### config.mk
export PLATFORM = sky130hd
export DESIGN_NAME = sd_gain_tap
export DESIGN_NICKNAME = d
export VERILOG_FILES = /design/src/rtl/sdgt_pkg.sv /design/src/rtl/sdgt_coef_bank.sv /design/src/rtl/sdgt_bit_hold.sv /design/src/rtl/sdgt_sat_accum.sv /design/src/rtl/sd_gain_tap.sv
export SDC_FILE = /design/constraint.sdc
export NUM_CORES = 1
export LEC_CHECK = 0
export ABC_AREA = 0
export ABC_CLOCK_PERIOD_IN_PS = 11000
export BUFFER_PORTS_ARGS = -buffer_cell sky130_fd_sc_hd__clkbuf_2
export CAP_MARGIN = 20
export CORE_MARGIN = 3
export CORE_UTILIZATION = 50
export DETAILED_ROUTE_END_ITERATION = 16
export PLACE_DENSITY = 0.74
export SKIP_LAST_GASP = 1
export SLEW_MARGIN = 20
export SYNTH_ARGS = -nofsm -noshare
export SYNTH_HDL_FRONTEND = slang
export SYNTH_SLANG_ARGS = --single-unit
### constraint.sdc
create_clock -name clk -period 11 [get_ports clk]
set_clock_uncertainty 0.15 [all_clocks]
set_input_delay 0.55 -clock clk [delete_from_list [all_inputs] [get_ports clk]]
set_output_delay 0.55 -clock clk [all_outputs]
set_load 0.1 [all_outputs]
### src/rtl/sdgt_pkg.sv
package sdgt_pkg;

  // Direction chosen by the modulator bitstream.
  typedef enum logic {
    TAP_SUB = 1'b0,
    TAP_ADD = 1'b1
  } tap_dir_e;

endpackage

### src/rtl/sdgt_coef_bank.sv
// Coefficient storage: upper bytes are staged, the lowest byte commits all.
module sdgt_coef_bank #(
  parameter int REG_W     = 8,
  parameter int NBYTES    = 2,
  parameter int ADDR_W    = 3,
  parameter int ADDR_BASE = 6
) (
  input  logic                    clk,
  input  logic                    rst,
  input  logic                    wr_en,
  input  logic [ADDR_W-1:0]       wr_addr,
  input  logic [REG_W-1:0]        wr_data,
  output logic [REG_W*NBYTES-1:0] coef
);
  localparam int COEF_W  = REG_W * NBYTES;
  localparam int STAGE_W = REG_W * (NBYTES - 1);
  localparam logic [ADDR_W-1:0] COMMIT_ADDR = ADDR_W'(ADDR_BASE + NBYTES - 1);

  logic [STAGE_W-1:0] stage_q;
  logic [COEF_W-1:0]  coef_q;
  logic [NBYTES-2:0]  stage_hit;

  // One decoder per staged byte; address ADDR_BASE holds the top byte.
  for (genvar i = 0; i < NBYTES - 1; i++) begin : g_hit
    localparam logic [ADDR_W-1:0] BYTE_ADDR = ADDR_W'(ADDR_BASE + i);
    assign stage_hit[i] = wr_en && (wr_addr == BYTE_ADDR);
  end

  always_ff @(posedge clk) begin
    if (rst) begin
      stage_q <= '0;
      coef_q  <= '0;
    end else begin
      for (int i = 0; i < NBYTES - 1; i++) begin
        if (stage_hit[i]) begin
          stage_q[(NBYTES-1-i)*REG_W-1 -: REG_W] <= wr_data;
        end
      end
      if (wr_en && (wr_addr == COMMIT_ADDR)) begin
        coef_q <= {stage_q, wr_data};
      end
    end
  end

  assign coef = coef_q;

endmodule

### src/rtl/sdgt_bit_hold.sv
// Keeps the latest modulator bit between strobes; a fresh strobe wins.
module sdgt_bit_hold (
  input  logic              clk,
  input  logic              rst,
  input  logic              bit_in,
  input  logic              bit_valid,
  output sdgt_pkg::tap_dir_e dir,
  output logic              held_q
);
  always_ff @(posedge clk) begin
    if (rst) begin
      held_q <= 1'b0;
    end else if (bit_valid) begin
      held_q <= bit_in;
    end
  end

  always_comb begin
    dir = sdgt_pkg::tap_dir_e'(bit_valid ? bit_in : held_q);
  end

endmodule

### src/rtl/sdgt_sat_accum.sv
// Signed add or subtract with clamp to the DATA_W two's complement range.
module sdgt_sat_accum #(
  parameter int DATA_W = 16
) (
  input  logic [DATA_W-1:0]  sample,
  input  logic [DATA_W-1:0]  coef,
  input  sdgt_pkg::tap_dir_e dir,
  output logic [DATA_W-1:0]  result
);
  localparam int EXT_W = DATA_W + 2;

  logic signed [EXT_W-1:0] s_ext;
  logic signed [EXT_W-1:0] c_ext;
  logic signed [EXT_W-1:0] sum;
  logic                    in_range;

  always_comb begin
    s_ext = {{2{sample[DATA_W-1]}}, sample};
    c_ext = {{2{coef[DATA_W-1]}}, coef};
    if (dir == sdgt_pkg::TAP_ADD) begin
      sum = s_ext + c_ext;
    end else begin
      sum = s_ext - c_ext;
    end
    // The result fits when every bit above the sign position matches the sign.
    in_range = (sum[EXT_W-1:DATA_W-1] == '0) || (sum[EXT_W-1:DATA_W-1] == '1);
    if (in_range) begin
      result = sum[DATA_W-1:0];
    end else if (sum[EXT_W-1]) begin
      result = {1'b1, {(DATA_W-1){1'b0}}};
    end else begin
      result = {1'b0, {(DATA_W-1){1'b1}}};
    end
  end

endmodule

### src/rtl/sd_gain_tap.sv
module sd_gain_tap #(
  parameter int DATA_W    = 16,
  parameter int REG_W     = 8,
  parameter int ADDR_W    = 3,
  parameter int ADDR_BASE = 6
) (
  input  logic              clk,
  input  logic              rst,
  input  logic              mod_bit,
  input  logic              mod_valid,
  input  logic [DATA_W-1:0] smp_in,
  input  logic              smp_in_valid,
  output logic [DATA_W-1:0] smp_out,
  output logic              smp_out_valid,
  input  logic              reg_wr,
  input  logic [ADDR_W-1:0] reg_addr,
  input  logic [REG_W-1:0]  reg_wdata
);
  localparam int NBYTES = DATA_W / REG_W;

  logic [DATA_W-1:0]  coef_q;
  logic               held_q;
  sdgt_pkg::tap_dir_e dir;
  logic [DATA_W-1:0]  tap_sum;
  logic [DATA_W-1:0]  out_q;
  logic               out_vld_q;

  sdgt_coef_bank #(
    .REG_W    (REG_W),
    .NBYTES   (NBYTES),
    .ADDR_W   (ADDR_W),
    .ADDR_BASE(ADDR_BASE)
  ) u_coef (
    .clk    (clk),
    .rst    (rst),
    .wr_en  (reg_wr),
    .wr_addr(reg_addr),
    .wr_data(reg_wdata),
    .coef   (coef_q)
  );

  sdgt_bit_hold u_bit (
    .clk      (clk),
    .rst      (rst),
    .bit_in   (mod_bit),
    .bit_valid(mod_valid),
    .dir      (dir),
    .held_q   (held_q)
  );

  sdgt_sat_accum #(
    .DATA_W(DATA_W)
  ) u_acc (
    .sample(smp_in),
    .coef  (coef_q),
    .dir   (dir),
    .result(tap_sum)
  );

  always_ff @(posedge clk) begin
    if (rst) begin
      out_q     <= '0;
      out_vld_q <= 1'b0;
    end else begin
      out_vld_q <= smp_in_valid;
      if (smp_in_valid) begin
        out_q <= tap_sum;
      end
    end
  end

  assign smp_out       = out_q;
  assign smp_out_valid = out_vld_q;

endmodule

==> results.yml, run 1 <==
critical_path:
  worst-path-buf-inv: 0
  slowest_stage: "xnor2_2"
  critical_path_class: "register to register"
  cp_num_cells: 13
  max_stage_delay_ns: 0.61
  worstRegToRegCells: 13
  arrival_ns: 4.61
  cp-end-kind: "register"
  path_cells: "or4_4 > nor3_1 > and3b_1 > a21oi_1 > xor2_1 > ha_1 > and3_1 > a221oi_1 > o22ai_1 > or3b_2 > xnor2_2 > maj3_2 > a211oi_2"
  cp_data_required_time_ns: 11.01
  path_max_fanout: 16
  critPathLaunchType: "register"
  cp_top_family: "simple AND/OR/NAND/NOR gates"
hold_path:
  worstHoldPathType: "register to register"
  worstHoldPathCells: 2
floorplan:
  core_um2: 5300
  pin_count: 50
  row_count: 26
  fp.dieH_um: 81.3
  die-area_um2: 6610
  initial_utilization: 0.534
  die_w_um: 81.3
grt:
  use_met3: 0.0399
  grt-busiest-layer: "met2"
  met2_usage: 0.336
  overflow: 0
  grt_max_degree: 43
  grt_pass1_vias: 2333
  grt_use_total: 0.193
  antenna_found_initial: 0
  use_met1: 0.229
  grt_first_pass_wirelength_um: 10000
sta:
  slew_headroom: 0.363
  finalSetupViolations: 0
  maxSlewViolCount: 0
  fin_crit_sh: 0.418
  worst_pin_slew_ns: 0.952
  clock.fmax_ghz: 0.217
  finalHoldViolCount: 0
  rsz0062_at_grt: "false"
  setup_tns_ns: 0
  fin_crit_ns: 4.60
cells_and_area:
  syn_to_final_growth_pct: 12.4
  layout_common_cells: "nand2_1 (55), clkbuf_2 (49), a21oi_1 (45)"
  num_antenna_cells: 0
  utilization: 0.601
  drive_gt1_frac: 0.212
  final_common_cell: "nand2_1"
  layout.nets: 442
pwr:
  p_per_area_nw_per_um2: 150
  ir_drop_v: 0.0000852
  power.leakage_nw: 1.35
synth:
  syn_nets: 402
  synthSimpleGateAreaFrac: 0.200
  ys_seq_area_frac: 0.297
  synth_edf_count: 0
  synthMuxAreaShare: 0.0150
  ys_seq_elements: 42
  avgSynthCellArea_um2: 8.07
  synth_top_family_by_area: "compound AO/OA/AOI/OAI gates"
  yosys_warnings: 0
  synthAdderAreaFrac: 0.135
  syn-cell-area_um2: 2830
  synthArstFlopShare: 0
  synth_cells: 351
  yosys_most_used_dff: "dfxtp_1"
  synth-compound-area-share: 0.223
  synth_xor_area_frac: 0.0883
  yosysUniqueCellTypes: 54
detailed_routing:
  route.antenna.remaining_nets: 0
  vias_per_cell: 5.36
  wire_per_inst_um: 12.7
  dr.first_iter.drc_count: 171
  drt-pass1-iter-count: 5
  drcViolationCount: 0
  finalWirelength_um: 5870
  vias: 2477
placed_design:
  gp_congestion: 0.820
  hpwl_um: 4570
  port_buffers: 49
clock_network:
  cts_resized: 0
  cts-hold-fix-buffers: 0
  cts.sinks: 42
  clkTransAtPathRegs_ns: 0.08
  cts-htree-levels: 2
  cts_tree: "yes"
  postCtsSetupBuffers: 0
  insertion_delay_ns: 0.31
  clockBufferDepth: 2
  cts_root_buffer: "clkbuf_8"
  cts_buffers: 5
job:
  max-cap-violations: 0
outcome:
  status: "completed"
[worst paths after layout]
check / start / to / slack [ns]
worst max-delay path: u_coef.coef[2]$_SDFFE_PP0P_ / smp_out[9]$_SDFFE_PP0P_ / 6.40
worst min register to register: u_coef.stage_q[2]$_SDFFE_PP0P_ / u_coef.coef[10]$_SDFFE_PP0P_ / 0.31
worst max register to register: u_coef.coef[2]$_SDFFE_PP0P_ / smp_out[9]$_SDFFE_PP0P_ / 6.40
worst min-delay path: u_coef.stage_q[2]$_SDFFE_PP0P_ / u_coef.coef[10]$_SDFFE_PP0P_ / 0.31
[cell families after synthesis]
kind of cell,after synthesis
AND/OR/NAND/NOR,122
AO/OA/AOI/OAI,96
flip-flops,42
adder cells (fa/ha/maj),32
buffers and inverters,29
XOR/XNOR,26
multiplexers,4
[report_power, final]
| group | total [W] | switching (W) | internal (W) | leakage [nW] |
|---|---|---|---|---|
| clock | 0.000101 | 0.0000561 | 0.0000445 | 0.0441 |
| sequential | 0.000167 | 0.00000534 | 0.000162 | 0.344 |
| combinational | 0.000210 | 0.000141 | 0.0000691 | 0.962 |
| total | 0.000478 | 0.000202 | 0.000276 | 1.35 |
[synth_stat cells (2+ instances only)]
cell / count / area share
maj3_2: 7 / 0.028
inv_1: 13 / 0.017
buf_2: 2 / 0.0035
dfxtp_1: 42 / 0.30
nand2b_1: 3 / 0.0066
o21ai_0: 10 / 0.018
maj3_1: 7 / 0.025
o22ai_1: 2 / 0.0044
a31oi_1: 4 / 0.0088
nor2_1: 35 / 0.046
mux2i_1: 2 / 0.0071
a21oi_1: 45 / 0.079
nor3_1: 8 / 0.014
xnor2_1: 10 / 0.031
mux2_2: 2 / 0.0079
nand4_1: 2 / 0.0044
o21a_1: 2 / 0.0053
a211oi_2: 7 / 0.031
clkbuf_1: 12 / 0.016
nand2_1: 55 / 0.073
nand3_1: 3 / 0.0053
a211oi_1: 10 / 0.026
nor2b_1: 4 / 0.0088
a21o_1: 5 / 0.013
ha_1: 17 / 0.075
xor2_1: 14 / 0.043
[flip-flops by register name, summed over array words and instances (netlist names)]
signal / cells
smp_out: 16
u_coef.coef: 16
u_coef.stage_q: 8
smp_out_valid: 1
u_bit.held_q: 1
[per-stage QoR]
step | total power (W) | setup slack, ns | std cells | hold slack, ns | cell area [um^2]
2_1_floorplan | 0.000350 | 6.85 | 351 | 0.282 | 2830
3_3_place_gp | 0.000378 | 6.56 | 454 | 0.294 | 3100
3_5_place_dp | 0.000381 | 6.43 | 454 | 0.298 | 3100
4_1_cts | 0.000482 | 6.41 | 462 | 0.311 | 3190
5_1_grt | 0.000504 | 6.05 | 462 | 0.326 | 3190
6_report | 0.000478 | 6.40 | 462 | 0.308 | 3190
[worst min-delay path, stage by stage, from the launching register on]
cell     delay, ns
dfxtp_1       0.32
nand2_1       0.05
a21oi_1       0.05
[final cells by class]
type | count | area (um^2)
fillers | 514 | 2120
multi-input cells | 280 | 1870
flip-flops and latches | 42 | 841
repair buffers | 49 | 245
well taps | 70 | 87.6
clock buffers | 5 | 68.8
inverters | 13 | 48.8
clock inverters | 3 | 21.3
[routing by layer]
metal  wire, um  vias to the layer above
li1           -                     1319
met1       2740                     1089
met2       2710                       58
met3        281                       11
met4        137                        0
met5          0                        -
Power figures use the tool's default switching activity.
==> run 2, diff against run 1 <==
ABC_CLOCK_PERIOD_IN_PS = 4000   (was 11000)
PLACE_DENSITY = 0.76   (was 0.74)
clock period = 4 ns   (was 11 ns; I/O delays follow)
==> results.yml, run 2 (same netlist as run 1, synthesis figures left out) <==
hold_path:
  worstHoldPathType: "input pin to register"
job:
  max-cap-violations: 0
critical_path:
  critPathLaunchType: "register"
  path_max_fanout: 8
  arrival_ns: 4.12
  critical_path_class: "register to register"
  cp_data_required_time_ns: 4.05
  cp-end-kind: "register"
pwr:
  p_sw_w: 0.000597
  ir_drop_v: 0.000272
  p_clk_frac: 0.189
  pwr-share-comb: 0.486
  p_int_w: 0.000821
  p_per_area_nw_per_um2: 399
  power.leakage_nw: 1.53
  swShare: 0.421
  sequentialPowerShare: 0.325
sta:
  slew_headroom: 0.334
  maxSlewViolCount: 0
  timing.final.ws_setup_ns: -0.0682
  finalSetupViolations: 9
  rsz0062_at_grt: "true"
  finalHoldViolCount: 0
  fin_crit_ns: 4.07
  clock.fmax_ghz: 0.246
  worst_pin_slew_ns: 1.00
  fin_crit_sh: 1.02
detailed_routing:
  dr.first_iter.drc_count: 164
  wire_per_inst_um: 14.2
  route.antenna.remaining_nets: 0
  drt-pass1-iter-count: 4
  vias_per_cell: 5.54
  vias: 2696
  finalWirelength_um: 6890
  drcViolationCount: 0
grt:
  grt_pass1_vias: 2465
  grt_use_total: 0.207
  antenna_found_initial: 0
  grt_max_degree: 43
  overflow: 0
  grt_first_pass_wirelength_um: 10800
cells_and_area:
  finalNonFillerCells: 487
  num_antenna_cells: 0
  layout.nets: 467
  drive_gt1_frac: 0.295
  syn_to_final_growth_pct: 25.3
  utilization: 0.670
  final_area_um2: 3550
  fillers: 460
  final_common_cell: "nand2_1"
  layout_common_cells: "nand2_1 (55), clkbuf_2 (49), a21oi_1 (44)"
floorplan:
  core_um2: 5300
  die-area_um2: 6610
  die_w_um: 81.3
  fp.dieH_um: 81.3
  initial_utilization: 0.534
  pin_count: 50
  row_count: 26
clock_network:
  cts_tree: "yes"
  clockBufferDepth: 2
  insertion_delay_ns: 0.30
  clkTransAtPathRegs_ns: 0.08
  cts-htree-levels: 2
  cts_buffers: 5
  cts_root_buffer: "clkbuf_8"
  cts.sinks: 42
placed_design:
  dp_cells: 466
  port_buffers: 49
  hpwl_um: 4870
  gp_congestion: 0.917
  dpl-instance-area_um2: 3210
outcome:
  status: "finished, violations left"
  violations: "negative setup slack"
==> run 2: cell count changes in the layout (fill, tap and decap cells not counted), moves of 2 or more <==
| cell | change |
|---|---|
| a211oi_2 | +7 |
| dlygate4sd3_1 | +6 |
| a211oi_1 | -7 |
| xnor2_4 | +2 |
| maj3_2 | +7 |
| maj3_1 | -7 |
| buf_4 | +16 |
==> run 2: what timing repair did <==
action	CTS	global route
pin swaps	1	32
resized for setup	0	24
hold endpoints to repair	10	0
hold buffers	6	0
endpoints found under the setup margin	5	15
setup buffers	0	4
cloned	2	1
==> run 2: routing by layer <==
layer	vias to the layer above	GRT usage	routed length [um]
met5	-	0	0
met3	17	0.0377	339
met2	72	0.372	3430
met4	0	0.0726	202
met1	1226	0.243	2920
li1	1381	-	-
==> run 2: power by group through the flow <==
| stage | Sequential, W | Clock [W] | Combinational [W] |
|---|---|---|---|
| after floorplan | 0.000638 | 0 | 0.000334 |
| after global placement | 0.000470 | 0 | 0.000596 |
| after detailed placement | 0.000471 | 0 | 0.000605 |
| after CTS | 0.000461 | 0.000276 | 0.000626 |
| after global routing | 0.000464 | 0.000294 | 0.000738 |
| final | 0.000461 | 0.000269 | 0.000689 |
==> run 2: final timing paths <==
kind | to | depth (start not counted) | slack [ns] | startpoint
setup / recovery | smp_out[6]$_SDFFE_PP0P_ | 13 | -0.07 | u_coef.coef[3]$_SDFFE_PP0P_
hold / removal | u_coef.stage_q[2]$_SDFFE_PP0P_ | 3 | 0.007 | reg_wdata[2]
setup reg to reg | smp_out[6]$_SDFFE_PP0P_ | 13 | -0.07 | u_coef.coef[3]$_SDFFE_PP0P_
hold reg to reg | u_coef.coef[10]$_SDFFE_PP0P_ | 2 | 0.31 | u_coef.stage_q[2]$_SDFFE_PP0P_
==> run 2: final cells by class <==
cell class	instances	area (um^2)	share of cell area
Clock buffer	5	68.8	0.0194
Clock inverter	3	21.3	0.00599
Inverter	13	48.8	0.0137
Multi-Input combinational cell	283	2060	0.580
Sequential cell	42	841	0.237
Tap cell	70	87.6	0.0247
Timing Repair Buffer	71	425	0.120
==> run 2: stage by stage <==
step / worst slack [ns] / TNS, ns / hold slack [ns] / power (W)
after floorplan: 0.0743 / 0 / 0.186 / 0.000973
after global placement: 0.107 / 0 / 0.292 / 0.00107
after detailed placement: -0.0240 / -0.0659 / 0.296 / 0.00108
after CTS: 0.00923 / 0 / 0.000410 / 0.00136
after global routing: -0.201 / -2.32 / 0.00594 / 0.00150
final: -0.0682 / -0.246 / 0.00736 / 0.00142
==> run 2: critical path: stages, from the launching register on <==
cell and delay [ns]:
dfxtp_1 0.31, or4_4 0.58, nor3_4 0.19, and3b_2 0.26
a21oi_2 0.07, xor2_1 0.18, ha_1 0.34, and3_4 0.17
a221oi_4 0.32, o22ai_2 0.13, or3b_4 0.47, xnor2_4 0.22
maj3_2 0.33, a211oi_2 0.24
==> run 3, diff against run 2 <==
CORE_ASPECT_RATIO = 1.5   (was not set)
CORE_MARGIN = not set   (was 3)
SKIP_LAST_GASP = not set   (was 1)
==> results.yml, run 3 (same netlist as run 1, synthesis figures left out) <==
cells_and_area:
  drive_gt1_frac: 0.286
  final_area_um2: 3570
  final_common_cell: "nand2_1"
  fillers: 463
  layout_common_cells: "nand2_1 (55), clkbuf_2 (49), a21oi_1 (43)"
  seqCellArea_um2: 842
  multi_input_area_um2: 2020
  syn_to_final_growth_pct: 25.9
  num_antenna_cells: 0
  layout.nets: 470
  utilization: 0.655
floorplan:
  die-area_um2: 5980
  row_count: 33
  die_w_um: 63.5
  initial_utilization: 0.520
  fp.dieH_um: 94.2
  pin_count: 50
  core_um2: 5450
hold_path:
  worstHoldPathType: "input pin to register"
  worstHoldPathCells: 4
clock_network:
  cts-htree-levels: 2
  cts_root_buffer: "clkbuf_8"
  clkTransAtPathRegs_ns: 0.08
  cts_buffers: 5
  clockBufferDepth: 2
  cts.sinks: 42
  insertion_delay_ns: 0.30
  cts_tree: "yes"
detailed_routing:
  vias: 2647
  drt-pass1-iter-count: 4
  drcViolationCount: 0
  vias_per_cell: 5.40
  wire_per_inst_um: 13.6
  dr.first_iter.drc_count: 50
  route.antenna.remaining_nets: 0
  finalWirelength_um: 6690
grt:
  grt_pass1_vias: 2431
  grt_max_degree: 43
  overflow: 0
  antenna_found_initial: 0
  grt_use_total: 0.220
  grt_first_pass_wirelength_um: 10400
critical_path:
  worst-path-buf-inv: 0
  critical_path_class: "register to register"
  cp_data_required_time_ns: 4.05
  cp_top_family: "simple AND/OR/NAND/NOR gates"
  arrival_ns: 4.04
  path_max_fanout: 8
  cp-end-kind: "register"
  worstRegToRegCells: 13
  path_cells: "or4_4 > nor3_4 > and3b_2 > nor2_1 > xnor2_1 > ha_1 > and3_1 > a221oi_2 > o22ai_1 > or3b_4 > xnor2_4 > maj3_2 > a211oi_2"
  cp_num_cells: 13
  max_stage_delay_ns: 0.57
  critPathLaunchType: "register"
  slowest_stage: "or4_4"
sta:
  setup_tns_ns: 0
  fin_crit_sh: 0.998
  worst_pin_slew_ns: 0.981
  rsz0062_at_grt: "true"
  clock.fmax_ghz: 0.250
  finalHoldViolCount: 0
  timing.final.ws_setup_ns: 0.00782
  fin_crit_ns: 3.99
  slew_headroom: 0.346
  maxSlewViolCount: 0
  finalSetupViolations: 0
placed_design:
  port_buffers: 49
  gp_congestion: 0.853
  place_ws_ns: 0.0294
  dpl-instance-area_um2: 3200
  hpwl_um: 4740
outcome:
  status: "completed"
pwr:
  p_per_area_nw_per_um2: 415
  power.leakage_nw: 1.55
  ir_drop_v: 0.000235
job:
  max-cap-violations: 0
-- run 3: area by class of cell --
type                       count  area share
clock inverter                 2      0.0105
multi-input combinational    283       0.567
tap                           70      0.0245
timing repair buffer          74       0.128
clock buffer                   6      0.0203
inverter                      13      0.0137
sequential                    42       0.236
-- run 3: through the flow --
step / instances / hold slack [ns] / total power, W
final: 490 / 0.137 / 0.00148
after global routing: 490 / 0.188 / 0.00155
after CTS: 483 / 0.134 / 0.00142
after detailed placement: 465 / 0.294 / 0.00107
after global placement: 465 / 0.293 / 0.00106
after floorplan: 351 / 0.186 / 0.000973
-- run 3: repair_timing --
action                     in CTS  in global routing
pin swaps                       1                  9
cloned                          1                  2
setup buffers                   1                  5
hold endpoints to repair       11                  0
setup endpoints to repair       3                 15
hold buffers                    8                  0
gates resized for setup         0                 20
-- run 3: where the power goes --
part,internal (W),switching (W),total [W]
Clock,0.000186,0.000148,0.000334
Sequential,0.000446,0.0000144,0.000460
Combinational,0.000256,0.000429,0.000685
Total,0.000888,0.000591,0.00148
-- run 3: final timing paths --
check	from	endpoint	slack [ns]
max reg2reg	u_coef.coef[3]$_SDFFE_PP0P_	smp_out[3]$_SDFFE_PP0P_	0.008
min	reg_addr[0]	u_coef.stage_q[1]$_SDFFE_PP0P_	0.14
min reg2reg	u_coef.stage_q[4]$_SDFFE_PP0P_	u_coef.coef[12]$_SDFFE_PP0P_	0.30
max	u_coef.coef[3]$_SDFFE_PP0P_	smp_out[3]$_SDFFE_PP0P_	0.008
-- run 3: routing by layer --
layer,routed length (um),global-route usage,vias up
met2,3670,0.432,52
met5,0,0,-
met3,187,0.0461,13
met4,155,0.0871,0
met1,2680,0.219,1199
li1,-,-,1383
-- run 3: worst min-delay path: stages --
cell and delay (ns):
clkbuf_2 0.10, nor2_1 0.11, nand2_1 0.09, a21oi_1 0.05
